File: src/rtl/swar_avg_pkg.sv
package swar_avg_pkg;
  localparam int unsigned CH_W   = 5;
  localparam int unsigned CH_N   = 3;
  localparam int unsigned LANE_W = CH_W * CH_N + 1;

  typedef enum logic {
    MODE_HALF   = 1'b0,
    MODE_THREEQ = 1'b1
  } blend_mode_e;

  // Set the lowest nbits of every channel in a lane
  function automatic logic [LANE_W-1:0] chan_low_mask(int unsigned nbits);
    logic [LANE_W-1:0] m;
    m = '0;
    for (int unsigned c = 0; c < CH_N; c++)
      for (int unsigned k = 0; k < nbits; k++)
        m[c*CH_W+k] = 1'b1;
    return m;
  endfunction

  // Bits belonging to channels (pad bit cleared)
  function automatic logic [LANE_W-1:0] chan_payload_mask();
    logic [LANE_W-1:0] m;
    m = '0;
    for (int unsigned k = 0; k < CH_W * CH_N; k++) m[k] = 1'b1;
    return m;
  endfunction
endpackage

File: src/rtl/swar_avg_terms.sv
module swar_avg_terms
  import swar_avg_pkg::*;
(
  input  logic [LANE_W-1:0] a_i,
  input  logic [LANE_W-1:0] b_i,
  input  blend_mode_e       mode_i,
  output logic [LANE_W-1:0] t_diff_o,
  output logic [LANE_W-1:0] t_amb_o,
  output logic [LANE_W-1:0] t_both_o
);
  localparam logic [LANE_W-1:0] PAY   = chan_payload_mask();
  localparam logic [LANE_W-1:0] LOW1  = chan_low_mask(1);
  localparam logic [LANE_W-1:0] LOW2  = chan_low_mask(2);

  logic [LANE_W-1:0] a_c, b_c, x_ab;

  assign a_c  = a_i & PAY;
  assign b_c  = b_i & PAY;
  assign x_ab = a_c ^ b_c;

  always_comb begin
    t_both_o = a_c & b_c;
    if (mode_i == MODE_HALF) begin
      t_diff_o = (x_ab & ~LOW1) >> 1;
      t_amb_o  = '0;
    end else begin
      t_diff_o = (x_ab & ~LOW2) >> 2;
      t_amb_o  = ((a_c & ~b_c) & ~LOW1) >> 1;
    end
  end
endmodule

File: src/rtl/swar_avg_lane.sv
module swar_avg_lane
  import swar_avg_pkg::*;
(
  input  logic              clk_i,
  input  logic              rst_ni,
  input  logic              ld_terms_i,
  input  logic              ld_sum_i,
  input  logic [LANE_W-1:0] a_i,
  input  logic [LANE_W-1:0] b_i,
  input  blend_mode_e       mode_i,
  output logic [LANE_W-1:0] res_o
);
  localparam logic [LANE_W-1:0] PAY = chan_payload_mask();

  logic [LANE_W-1:0] diff_d, amb_d, both_d;
  logic [LANE_W-1:0] diff_q, amb_q, both_q;
  logic [LANE_W-1:0] sum_d;

  swar_avg_terms u_terms (
    .a_i      (a_i),
    .b_i      (b_i),
    .mode_i   (mode_i),
    .t_diff_o (diff_d),
    .t_amb_o  (amb_d),
    .t_both_o (both_d)
  );

  always_ff @(posedge clk_i or negedge rst_ni) begin
    if (!rst_ni) begin
      diff_q <= '0;
      amb_q  <= '0;
      both_q <= '0;
    end else if (ld_terms_i) begin
      diff_q <= diff_d;
      amb_q  <= amb_d;
      both_q <= both_d;
    end
  end

  // Each channel sum stays <= 31, so no carry crosses a channel
  assign sum_d = (diff_q + amb_q + both_q) & PAY;

  always_ff @(posedge clk_i or negedge rst_ni) begin
    if (!rst_ni)       res_o <= '0;
    else if (ld_sum_i) res_o <= sum_d;
  end
endmodule

File: src/rtl/swar_avg_unit.sv
module swar_avg_unit
  import swar_avg_pkg::*;
#(
  parameter int unsigned LANES = 2,
  localparam int unsigned W    = LANES * LANE_W
) (
  input  logic         clk_i,
  input  logic         rst_ni,
  input  logic         valid_i,
  input  logic         mode_i,
  input  logic [W-1:0] a_i,
  input  logic [W-1:0] b_i,
  output logic         valid_o,
  output logic [W-1:0] result_o
);
  logic        vld_s1;
  blend_mode_e mode_sel;

  assign mode_sel = blend_mode_e'(mode_i);

  always_ff @(posedge clk_i or negedge rst_ni) begin
    if (!rst_ni) begin
      vld_s1  <= 1'b0;
      valid_o <= 1'b0;
    end else begin
      vld_s1  <= valid_i;
      valid_o <= vld_s1;
    end
  end

  for (genvar l = 0; l < LANES; l++) begin : g_lane
    swar_avg_lane u_lane (
      .clk_i      (clk_i),
      .rst_ni     (rst_ni),
      .ld_terms_i (valid_i),
      .ld_sum_i   (vld_s1),
      .a_i        (a_i[l*LANE_W +: LANE_W]),
      .b_i        (b_i[l*LANE_W +: LANE_W]),
      .mode_i     (mode_sel),
      .res_o      (result_o[l*LANE_W +: LANE_W])
    );
  end
endmodule

File: config.mk
export PLATFORM = sky130hd
export DESIGN_NAME = swar_avg_unit
export DESIGN_NICKNAME = d
export VERILOG_FILES = /design/src/rtl/swar_avg_pkg.sv /design/src/rtl/swar_avg_terms.sv /design/src/rtl/swar_avg_lane.sv /design/src/rtl/swar_avg_unit.sv
export SDC_FILE = /design/constraint.sdc
export NUM_CORES = 1
export LEC_CHECK = 0
export BUFFER_PORTS_ARGS = -buffer_cell sky130_fd_sc_hd__buf_2
export CAP_MARGIN = 5
export CORE_ASPECT_RATIO = 2
export CORE_UTILIZATION = 60
export DETAILED_ROUTE_END_ITERATION = 16
export PLACE_DENSITY = 0.82
export RECOVER_POWER = 50
export SYNTH_ARGS = -nofsm -noshare
export SYNTH_HDL_FRONTEND = slang
export SYNTH_HIERARCHICAL = 1
export SYNTH_SLANG_ARGS = --single-unit
File: constraint.sdc
create_clock -name clk_i -period 6.8 [get_ports clk_i]
set_input_delay 1.02 -clock clk_i [delete_from_list [all_inputs] [get_ports clk_i]]
set_output_delay 1.02 -clock clk_i [all_outputs]
set_load 0.01 [all_outputs]
Word-level counts from Yosys, hierarchy flattened
Cells that the tools add are included.
{"block": "op_classes", "addsub": 4, "muxes": 4, "bitwise_logic": 8}
{"op": "$and A15 B16 Y16", "n": 2}
{"op": "$not A15 Y16", "n": 2}
{"op": "$add A14 B15 Y15", "n": 2}
{"op": "$add A15 B15 Y15", "n": 2}
{"op": "$and A15 B15 Y15", "n": 2}
{"op": "$mux W15", "n": 2}
{"op": "$xor A15 B15 Y15", "n": 2}
{"op": "$mux W14", "n": 2}
{"block": "word_totals", "ff_bits": 120, "out_inout_bits": 33, "wordCells": 26}

Depth between registers and ports, before layout
{"block": "logic_depth", "word_depth": 3, "mapped_depth": 11}

Hierarchy
Netlist, hierarchy kept.
{"module": "swar_avg_lane (g_lane[1].u_lane)", "instances": 1, "cells_per_inst": 255, "area_each_um2": 3193.1}
{"module": "swar_avg_lane (g_lane[0].u_lane)", "instances": 1, "cells_per_inst": 251, "area_each_um2": 3189.3}
{"module": "swar_avg_terms (g_lane[1].u_lane.u_terms)", "instances": 1, "cells_per_inst": 76, "area_each_um2": 643.1}
{"module": "swar_avg_terms (g_lane[0].u_lane.u_terms)", "instances": 1, "cells_per_inst": 76, "area_each_um2": 639.4}
{"module": "swar_avg_unit", "instances": 1, "cells_per_inst": 2, "area_each_um2": 50.0}

Least setup slack after synthesis
Ideal clock, no wire load.
{"block": "synth_path", "path_kind": "reg-to-reg", "from": "reg g_lane[0].u_lane.diff_q[1]", "to": "reg g_lane[0].u_lane.res_o[11]", "arrival_ps": 2368, "t_required_ps": 6680, "slack_ps": 4312, "path_stages_with_launch": 10, "n_path_buf": 0, "cell_sequence": "dfrtp_1 fa_1 ha_1 inv_1 fa_1 nor2b_4 o2111ai_2 a211oi_1 o21ai_0 a31o_1"}
{"block": "synth_between", "elab_chain_len": 2}
{"item": "start, declared", "line": "swar_avg_lane.sv:16", "source": "logic [LANE_W-1:0] diff_q, amb_q, both_q;"}
{"item": "start signal, assigned", "line": "swar_avg_lane.sv:34", "source": "diff_q <= diff_d;"}
{"item": "$add A14 B15 Y15", "line": "swar_avg_lane.sv:41", "source": "assign sum_d = (diff_q + amb_q + both_q) & PAY;"}
{"item": "$add A15 B15 Y15", "line": "swar_avg_lane.sv:41"}
{"item": "end signal, assigned", "line": "swar_avg_lane.sv:45", "source": "else if (ld_sum_i) res_o <= sum_d;"}
{"item": "end, declared", "line": "swar_avg_lane.sv:11", "source": "output logic [LANE_W-1:0] res_o"}
No other way between the ends.
A chain may end at the register's enable or synchronous reset.

==> results.cfg <==
[global_routing]
grt_first_pass_wirelength_microns = 25700
gr-usage-all-layers_pct = 25.6
grt_antenna_before_repair = 0
overflow = 0
largest_net_degree_at_the_start_of_global_routing = 98
via_count_of_the_first_global_routing_pass = 5613

[final_layout]
antenna-diode-count = 0
fin_nets = 914
areaGrowthSynthToFinish_pct = 13.6
drive_above_1_share_pct = 25.7
finalNonFillerCells = 904
multiInputGateArea_sq_um = 4240
register_area_sq_um = 3050
filler_cell_count = 935
layout.core_utilization_pct = 69.8

[setup_path]
cpPeakStageDelay_ns = 2.19
critPathLaunchType = input port
critical_path_required_ns = 7.24
path_cells = clkbuf_1 > buf_4
crit_family = buffers and inverters
worst_path_max_delay_cell = sky130_fd_sc_hd__clkbuf_1
path_class = input port to async pin
path_max_fanout = 63
cp_data_arrival_time_ns = 4.24
critical_path.n_buffers_inverters = 2
timing.critical_path.to_type = async pin

[floorplanning]
core_area_sq_um = 12500
floorplan.io_pins = 101
die_h_microns = 162
rows = 58
chipWidth_microns = 81.9
initial_core_util_pct = 61.4
die_area_sq_um = 13300

[status]
failed_checks = max-capacitance violations, max-slew violations
run_status = finished, violations left

[drt]
dr.pass1.iters = 5
antenna_left = 0
routedWlPerCell_microns = 17.0
drt_iter0_markers = 264
viasPerCell = 5.75
postRouteWirelength_microns = 15400
remaining_drc_errors = 0
via_count = 5194

[clock_network]
tritoncts = yes
cts_made_buffers = 17
cts.sinks = 122
cts_post_setup_buffers_inserted = 0
cts_root_buffer = sky130_fd_sc_hd__clkbuf_16
hold_buf_count_cts = 0
clkTransAtPathRegs_ns = 0.05
ctsResizeCount = 0
cts_htree_levels = 4
clock_insertion_delay_worst_skew_ns = 0.41
cts_max_path_buffers = 2

[min_path]
worst_hold_path_type = register to register

[synthesis]
synth_warnings = 6
netlist_area_sq_um = 7670
synth_area_per_cell_sq_um = 11.7
syn_inst = 654

[placement]
placedCellCount = 873
globalplace.congestion = 0.929
count_of_input_and_output_buffers = 94
dpl.hpwl_microns = 11200

[pwr]
max-vdd-ir-drop_mv = 0.236
p_leak_nw = 4.28
power.density_nw_per_um2 = 312

[sta]
timing.final.hold_violations = 0
worst_slew_margin_rel_pct = -111
hold_slack_ns = 0.489
final_period_minus_worst_setup_slack_ns = 3.80
max_freq_mhz = 263
final-max-slew-violation-count = 110
timing.final.setup_violations = 0
finalCritPeriodShare_pct = 55.9
finClkSkew_ns = 0.00904
unrepaired_setup_endpoints_after_global_routing = no
fin_setup_tns_ns = 0
actual_transition_at_the_worst_max_transition_pin_ns = 3.16

[flow_run]
cap_violations = 2
[placed cells by master (no fill, tap or decap), types with 3 or more instances in the layout]
cell type                   count
sky130_fd_sc_hd__fa_1          30
sky130_fd_sc_hd__and2_1        28
sky130_fd_sc_hd__xnor2_1       14
sky130_fd_sc_hd__o21a_1        10
sky130_fd_sc_hd__a21o_1         7
sky130_fd_sc_hd__nand4_1        3
sky130_fd_sc_hd__nor3_1         5
sky130_fd_sc_hd__nor2b_1        4
sky130_fd_sc_hd__o31ai_1        7
sky130_fd_sc_hd__a211oi_1       3
sky130_fd_sc_hd__clkbuf_8       5
sky130_fd_sc_hd__mux2_2        94
sky130_fd_sc_hd__a31oi_1        4
sky130_fd_sc_hd__dfrtp_1      122
sky130_fd_sc_hd__or3_1          4
sky130_fd_sc_hd__nand3_1        7
sky130_fd_sc_hd__ha_1          74
sky130_fd_sc_hd__and3_1         3
sky130_fd_sc_hd__clkbuf_1      37
sky130_fd_sc_hd__buf_2         60
sky130_fd_sc_hd__a21oi_1       19
sky130_fd_sc_hd__bufinv_16      3
sky130_fd_sc_hd__nor2_1        14
sky130_fd_sc_hd__inv_1         47
sky130_fd_sc_hd__nand2_1       33
sky130_fd_sc_hd__conb_1        14
sky130_fd_sc_hd__and2_0         4
sky130_fd_sc_hd__o2111ai_1      6
sky130_fd_sc_hd__clkbuf_16     17
sky130_fd_sc_hd__mux2i_1       18
sky130_fd_sc_hd__o21ai_0       18
sky130_fd_sc_hd__o211ai_1       3
[worst paths after layout]
path                                                        start                                      to  slack (ns)  cells after the start
max                                                        rst_ni   g_lane[1].u_lane/res_o[2]$_DFFE_PN0P_        3.00                      2
min                         g_lane[1].u_lane/res_o[6]$_DFFE_PN0P_   g_lane[1].u_lane/res_o[6]$_DFFE_PN0P_        0.49                      1
max reg2reg                g_lane[0].u_lane/diff_q[1]$_DFFE_PN0P_  g_lane[0].u_lane/res_o[11]$_DFFE_PN0P_        4.00                      9
min reg2reg                 g_lane[1].u_lane/res_o[6]$_DFFE_PN0P_   g_lane[1].u_lane/res_o[6]$_DFFE_PN0P_        0.49                      1
max in group clk_i                                         mode_i  g_lane[0].u_lane/diff_q[2]$_DFFE_PN0P_        3.67                      3
min in group asynchronous                                  rst_ni   g_lane[0].u_lane/res_o[2]$_DFFE_PN0P_        1.65                      1
[stage by stage]
step	setup slack, ns	instance area, sq um	power, W
detailed placement	4.04	8150	0.00180
CTS	4.03	8760	0.00275
global route	2.23	8710	0.00287
finish	3.00	8710	0.00271
floorplan	4.31	7710	0.00153
global placement	4.11	8150	0.00176
[power breakdown]
part / internal (W) / switching [W] / total (W)
sequential: 0.000863 / 0.0000925 / 0.000956
clock: 0.000623 / 0.000306 / 0.000929
combinational: 0.000366 / 0.000464 / 0.000830
total: 0.00185 / 0.000862 / 0.00271
[per-layer routing]
metal	vias up	GRT usage, %	wire length (microns)	part of all wire [%]
li1	2419	-	-	-
met3	39	4.83	533	3.5
met4	0	12.8	464	3.0
met2	142	47.6	8980	58
met1	2594	25.9	5400	35
met5	-	0	0	0
[state kept, by name (all words and copies together) (netlist names)]
| signal | flops |
|---|---|
| g_lane.u_lane/amb_q | 30 |
| g_lane.u_lane/both_q | 30 |
| g_lane.u_lane/diff_q | 30 |
| g_lane.u_lane/res_o | 30 |
| valid_o | 1 |
| vld_s1 | 1 |
[cell type report]
class	instances	share of cell area, %
inverters	47	2.02
repair buffers	96	5.08
clock inverters	6	1.26
well taps	150	2.15
clock buffers	25	5.80
multi-input cells	458	48.6
flip-flops and latches	122	35.0
No activity file was read; power rests on OpenSTA's default activity.
